===== config.mk =====
export PLATFORM = sky130hd
export DESIGN_NAME = buflen_smoother
export DESIGN_NICKNAME = d
export VERILOG_FILES = /design/src/rtl/bls_pkg.sv /design/src/rtl/bls_accum.sv /design/src/rtl/bls_target.sv /design/src/rtl/bls_slew.sv /design/src/rtl/buflen_smoother.sv
export SDC_FILE = /design/constraint.sdc
export NUM_CORES = 1
export LEC_CHECK = 0
export BUFFER_PORTS_ARGS = -buffer_cell sky130_fd_sc_hd__clkbuf_2
export CAP_MARGIN = 25
export CORE_MARGIN = 5
export CORE_UTILIZATION = 45
export CTS_BUF_LIST = sky130_fd_sc_hd__clkbuf_4
export CTS_CLUSTER_DIAMETER = 40
export DETAILED_ROUTE_END_ITERATION = 8
export PLACE_DENSITY_LB_ADDON = 0.3
export SYNTH_ARGS = -nofsm -noshare
export SYNTH_HDL_FRONTEND = slang
export SYNTH_SLANG_ARGS = --single-unit

===== constraint.sdc =====
create_clock -name clk -period 3.6 [get_ports clk]
set_input_delay 0.18 -clock clk [delete_from_list [all_inputs] [get_ports clk]]
set_output_delay 0.18 -clock clk [all_outputs]
set_load 0.01 [all_outputs]

===== src/rtl/bls_pkg.sv =====
package bls_pkg;
    typedef enum logic [1:0] {
        TS_WAIT  = 2'd0,
        TS_CLAMP = 2'd1,
        TS_JUDGE = 2'd2
    } tgt_state_e;
endpackage


===== src/rtl/bls_accum.sv =====
module bls_accum #(
    parameter int ADC_W     = 10,
    parameter int ACC_W     = 24,
    parameter int LEN_W     = 16,
    parameter int BLK_LOG2  = 8,
    parameter int AVG_SHIFT = 2
) (
    input  logic             clk,
    input  logic             rst_n,
    input  logic             adc_valid,
    input  logic [ADC_W-1:0] adc_data,
    output logic             blk_done,
    output logic [LEN_W-1:0] blk_cand
);
    localparam int CNT_W = BLK_LOG2;

    logic [ACC_W-1:0] acc_q;
    logic [CNT_W-1:0] cnt_q;
    logic [ACC_W-1:0] sum_next;
    logic [ACC_W-1:0] sum_shift;

    assign sum_next  = acc_q + ACC_W'(adc_data);
    assign sum_shift = sum_next >> AVG_SHIFT;

    always_ff @(posedge clk) begin
        if (!rst_n) begin
            acc_q    <= '0;
            cnt_q    <= '0;
            blk_done <= 1'b0;
            blk_cand <= '0;
        end else begin
            blk_done <= 1'b0;
            if (adc_valid) begin
                cnt_q <= cnt_q + 1'b1;
                if (&cnt_q) begin
                    // last conversion of the block: publish and restart
                    blk_cand <= sum_shift[LEN_W-1:0];
                    blk_done <= 1'b1;
                    acc_q    <= '0;
                end else begin
                    acc_q <= sum_next;
                end
            end
        end
    end
endmodule


===== src/rtl/bls_target.sv =====
module bls_target
    import bls_pkg::*;
#(
    parameter int          LEN_W    = 16,
    parameter logic [15:0] MIN_LEN  = 16'h0200,
    parameter logic [15:0] DEADBAND = 16'h0040,
    parameter logic [15:0] INIT_LEN = 16'h0600
) (
    input  logic             clk,
    input  logic             rst_n,
    input  logic             blk_done,
    input  logic [LEN_W-1:0] blk_cand,
    output logic [LEN_W-1:0] tgt_len
);
    localparam logic [LEN_W-1:0] MIN_L  = LEN_W'(MIN_LEN);
    localparam logic [LEN_W-1:0] DB_L   = LEN_W'(DEADBAND);
    localparam logic [LEN_W-1:0] INIT_L = LEN_W'(INIT_LEN);

    tgt_state_e       state_q, state_d;
    logic [LEN_W-1:0] hold_q;
    logic [LEN_W-1:0] gap;

    assign gap = (hold_q >= tgt_len) ? (hold_q - tgt_len) : (tgt_len - hold_q);

    // state register
    always_ff @(posedge clk) begin
        if (!rst_n) state_q <= TS_WAIT;
        else        state_q <= state_d;
    end

    // next state
    always_comb begin
        state_d = state_q;
        unique case (state_q)
            TS_WAIT:  if (blk_done) state_d = TS_CLAMP;
            TS_CLAMP: state_d = TS_JUDGE;
            TS_JUDGE: state_d = TS_WAIT;
            default:  state_d = TS_WAIT;
        endcase
    end

    // datapath registers driven per state
    always_ff @(posedge clk) begin
        if (!rst_n) begin
            hold_q  <= '0;
            tgt_len <= INIT_L;
        end else begin
            unique case (state_q)
                TS_WAIT:  if (blk_done) hold_q <= blk_cand;
                TS_CLAMP: if (hold_q < MIN_L) hold_q <= MIN_L;
                TS_JUDGE: if (gap >= DB_L) tgt_len <= {hold_q[LEN_W-1:1], 1'b0};
                default:  ;
            endcase
        end
    end
endmodule


===== src/rtl/bls_slew.sv =====
module bls_slew #(
    parameter int          LEN_W    = 16,
    parameter int          STEP     = 2,
    parameter logic [15:0] INIT_LEN = 16'h0600
) (
    input  logic             clk,
    input  logic             rst_n,
    input  logic             sample_tick,
    input  logic [LEN_W-1:0] tgt_len,
    output logic [LEN_W-1:0] cur_len
);
    localparam logic [LEN_W-1:0] STEP_L = LEN_W'(STEP);

    logic [LEN_W-1:0] up_gap, dn_gap;
    assign up_gap = tgt_len - cur_len;
    assign dn_gap = cur_len - tgt_len;

    always_ff @(posedge clk) begin
        if (!rst_n) begin
            cur_len <= LEN_W'(INIT_LEN);
        end else if (sample_tick) begin
            if (cur_len < tgt_len)
                cur_len <= (up_gap < STEP_L) ? tgt_len : cur_len + STEP_L;
            else if (cur_len > tgt_len)
                cur_len <= (dn_gap < STEP_L) ? tgt_len : cur_len - STEP_L;
        end
    end
endmodule


===== src/rtl/buflen_smoother.sv =====
module buflen_smoother #(
    parameter int          ADC_W     = 10,
    parameter int          ACC_W     = 24,
    parameter int          LEN_W     = 16,
    parameter int          BLK_LOG2  = 8,
    parameter int          AVG_SHIFT = 2,
    parameter int          STEP      = 2,
    parameter logic [15:0] MIN_LEN   = 16'h0200,
    parameter logic [15:0] DEADBAND  = 16'h0040,
    parameter logic [15:0] INIT_LEN  = 16'h0600
) (
    input  logic             clk,
    input  logic             rst_n,
    input  logic             adc_valid,
    input  logic [ADC_W-1:0] adc_data,
    input  logic             sample_tick,
    output logic [LEN_W-1:0] cur_len,
    output logic [LEN_W-1:0] tgt_len
);
    logic             blk_done;
    logic [LEN_W-1:0] blk_cand;

    bls_accum #(
        .ADC_W(ADC_W), .ACC_W(ACC_W), .LEN_W(LEN_W),
        .BLK_LOG2(BLK_LOG2), .AVG_SHIFT(AVG_SHIFT)
    ) accum_i (
        .clk(clk), .rst_n(rst_n), .adc_valid(adc_valid), .adc_data(adc_data),
        .blk_done(blk_done), .blk_cand(blk_cand)
    );

    bls_target #(
        .LEN_W(LEN_W), .MIN_LEN(MIN_LEN), .DEADBAND(DEADBAND), .INIT_LEN(INIT_LEN)
    ) target_i (
        .clk(clk), .rst_n(rst_n), .blk_done(blk_done), .blk_cand(blk_cand),
        .tgt_len(tgt_len)
    );

    bls_slew #(
        .LEN_W(LEN_W), .STEP(STEP), .INIT_LEN(INIT_LEN)
    ) slew_i (
        .clk(clk), .rst_n(rst_n), .sample_tick(sample_tick), .tgt_len(tgt_len),
        .cur_len(cur_len)
    );
endmodule


==> results.sh <==
export IMPL_outcome="finished clean"
export IMPL_grt_max_degree=34
export IMPL_hold_path_depth=3
export IMPL_hold_removal_path_class="input port to flop"
export IMPL_numCtsBuffers=9
export IMPL_worst_r2r_startpoint="slew_i.cur_len[2]$_SDFFE_PN0P_"
export IMPL_metal3_wl_um=2300
export IMPL_worst_skew_pair_late_latency_ns=0.48
export IMPL_drive_above_1_share_pct=19.6
export IMPL_synth_cell_types=82
export IMPL_wire_length_of_the_first_global_routing_pass_um=41300
export IMPL_first_global_vias=7850
export IMPL_post_synth_top_area_cell="sky130_fd_sc_hd__dfxtp_1"
export IMPL_drc=0
export IMPL_seq_area_frac_synth_pct=22.7
export IMPL_io_pin_count=46
export IMPL_highest_layer="met4"
export IMPL_min_to="accum_i.acc_q[0]$_SDFFE_PN0P_"
export IMPL_synthesis_area_per_instance_um2=7.47
export IMPL_postPlaceCellArea_um2=9020
export IMPL_antenna_violations_before_repair=1
export IMPL_r2r_slack_ns=0.06
export IMPL_drv_max_cap_violation_count=0
export IMPL_place_port_buffers=43
export IMPL_layoutNonFillerInstCount=1406
export IMPL_weighted_congestion_at_the_end_of_routability_driven_global_placement=1.00
export IMPL_hold_viol=0
export IMPL_coreArea_um2=17400
export IMPL_hp_start="adc_valid"
export IMPL_layout_min_cycle_time_ns=3.54
export IMPL_dp_hpwl_um=20100
export IMPL_worst_slew_margin_rel_pct=52.0
export IMPL_category_of_the_most_critical_setup_path="flop to flop"
export IMPL_start_util_pct=46.0
export IMPL_routed_via_count=8517
export IMPL_endpoint_kind="flop"
export IMPL_floorplan_die_area_um2=20600
export IMPL_total_grt_usage_pct=25.1
export IMPL_met2_length_um=11700
export IMPL_netlist_top_cells_count="sky130_fd_sc_hd__nand2_1, sky130_fd_sc_hd__a21oi_1, sky130_fd_sc_hd__dfxtp_1"
export IMPL_critical_path_arrival_ns=3.94
export IMPL_wire_per_inst_um=18.6
export IMPL_critPathLaunch="slew_i.cur_len[2]$_SDFFE_PN0P_"
export IMPL_final_cell_area_um2=9480
export IMPL_post_synth_instance_area_um2=8020
export IMPL_largest_fanout_of_any_net_on_the_critical_path=6
export IMPL_synth_most_common_cell="sky130_fd_sc_hd__nand2_1"
export IMPL_dpl_cell_count=1382
export IMPL_yosys_warnings=0
export IMPL_netlist_area_leader_share_pct=22.7
export IMPL_timing_final_crit_share_pct=98.3
export IMPL_ctsHtreeMaxLevel=3
export IMPL_clock_path_buffers=2
export IMPL_setup_violations=0
export IMPL_first_iter_violations=809
export IMPL_primary_flip_flop_cell_chosen_by_synthesis_mapping="sky130_fd_sc_hd__dfxtp_1"
export IMPL_power_ir_vdd_worst_uv=532
export IMPL_design_final_nets=1264
export IMPL_std_cell_rows=48
export IMPL_depth_of_the_worst_register_to_register_path=11
export IMPL_worst_slack_ns=0.0627
export IMPL_pwr_density_cell_nw_per_um2=554
export IMPL_synth_edf_count=0
export IMPL_layout_core_utilization_pct=54.4
export IMPL_reg2reg_to="slew_i.cur_len[1]$_SDFFE_PN0P_"
export IMPL_grt_ovfl_total=0
export IMPL_worstPathRequired_ns=4.01
export IMPL_start_kind="flop"
export IMPL_timing_worst_slew_pin_value_ns=0.714
export IMPL_clk_transition_reported_paths_ns=0.18
export IMPL_route_antenna_remaining_nets=0
export IMPL_routed_met1_length_um=11300
export IMPL_wl_um=26100
export IMPL_drt_pass1_iter_count=5
export IMPL_cts_sink_count=91
export IMPL_layout_area_growth_over_synthesis_pct=18.3
export IMPL_via_per_inst=6.06
export IMPL_ys_ff_latch=91
export IMPL_dp_slack_ns=-0.175
export IMPL_cts_tree="built"
export IMPL_fin_skew_ns=0.0242
export IMPL_max_freq_mhz=283
export IMPL_main_area_contributors_after_synthesis="sky130_fd_sc_hd__dfxtp_1, sky130_fd_sc_hd__ha_1, sky130_fd_sc_hd__a21oi_1, sky130_fd_sc_hd__nand2_1, sky130_fd_sc_hd__nor2_1"
export IMPL_clock_root_buffer="sky130_fd_sc_hd__clkbuf_4"
export IMPL_maxSlewViolCount=0
export IMPL_die_height_um=143
export IMPL_ys_async_sr_fraction_pct=0
export IMPL_static_leakage_power_nw=3.88
export IMPL_chipWidth_um=143
export IMPL_post_synth_inst_count=1074
-- stage by stage --
stage	power, W	hold slack, ns	setup TNS [ns]
final	0.00525	0.106	0
after floorplan	0.00322	0.415	0
after global placement	0.00426	0.424	-1.09
after global routing	0.00557	0.112	-0.132
after detailed placement	0.00426	0.438	-1.44
after CTS	0.00496	0.0577	0
-- worst max-delay path, cell delays in order, from the launching register on --
cell                        delay, ns
sky130_fd_sc_hd__dfxtp_2         0.35
sky130_fd_sc_hd__inv_1           0.07
sky130_fd_sc_hd__ha_2            0.31
sky130_fd_sc_hd__or4b_4          0.57
sky130_fd_sc_hd__a2111oi_4       0.35
sky130_fd_sc_hd__nand2_1         0.10
sky130_fd_sc_hd__a211oi_2        0.25
sky130_fd_sc_hd__nand4_1         0.15
sky130_fd_sc_hd__or4_4           0.64
sky130_fd_sc_hd__mux2i_4         0.24
sky130_fd_sc_hd__mux2_4          0.33
sky130_fd_sc_hd__a21oi_2         0.12
-- cells by family after synthesis --
group,synth area share [%]
AND/OR/NAND/NOR,22.7
AO/OA/AOI/OAI,27.7
buffers and inverters,7.08
flip-flops,22.7
adder cells (fa/ha/maj),12.0
XOR/XNOR,4.59
multiplexers,3.20
other,0.0468
-- per-layer routing --
metal,track usage [%],up-vias
met1,33.2,3956
met2,39.7,377
met4,9.27,0
met3,6.02,59
li1,-,4125
met5,0,-
-- flip-flops by register name (all words and copies together) (netlist names) --
name              count
slew_i.cur_len       15
accum_i.blk_done      1
accum_i.cnt_q         8
target_i.hold_q      16
target_i.state_q      2
target_i.tgt_len     15
accum_i.acc_q        18
accum_i.blk_cand     16
-- timing repair --
item,4_1_cts,5_1_grt
pin swaps,3,15
cloned,0,1
hold buffers,0,0
setup endpoints to repair,15,30
gates resized for setup,9,50
buffers inserted,1,6
-- worst max-delay path by stage --
stage / to
2_1_floorplan: slew_i.cur_len[1]$_SDFFE_PN0P_
3_3_place_gp: slew_i.cur_len[9]$_SDFFE_PN1P_
3_5_place_dp: slew_i.cur_len[9]$_SDFFE_PN1P_
4_1_cts: slew_i.cur_len[1]$_SDFFE_PN0P_
5_1_grt: slew_i.cur_len[9]$_SDFFE_PN1P_
6_report: slew_i.cur_len[1]$_SDFFE_PN0P_
-- report_power, final --
part,leakage (nW),switching (W),internal (W)
clock network,0.0794,0.000426,0.000229
registers,0.742,0.0000435,0.00108
logic,3.06,0.00202,0.00146
total,3.88,0.00249,0.00277
-- final cells by class --
cell class / instances / area, µm²
Tap cell: 225 / 282
Multi-Input combinational cell: 846 / 5890
Inverter: 82 / 308
Clock inverter: 7 / 92.6
Timing Repair Buffer: 145 / 1000
Fill cell: 1701 / 7940
Sequential cell: 91 / 1840
Antenna cell: 1 / 2.50
Clock buffer: 9 / 67.6
-- placed cells by master (no fill, tap or decap), types with 43 or more instances in the layout --
| master | netlist | layout |
|---|---|---|
| sky130_fd_sc_hd__o21ai_0 | 50 | 49 |
| sky130_fd_sc_hd__dfxtp_1 | 91 | 80 |
| sky130_fd_sc_hd__nand3_1 | 51 | 51 |
| sky130_fd_sc_hd__buf_4 | 3 | 99 |
| sky130_fd_sc_hd__inv_1 | 80 | 78 |
| sky130_fd_sc_hd__ha_1 | 72 | 65 |
| sky130_fd_sc_hd__nor2_1 | 86 | 86 |
| sky130_fd_sc_hd__a21oi_1 | 93 | 84 |
| sky130_fd_sc_hd__nand2_1 | 94 | 93 |
| sky130_fd_sc_hd__clkbuf_2 | 0 | 43 |
Power figures use the tool's default switching activity.
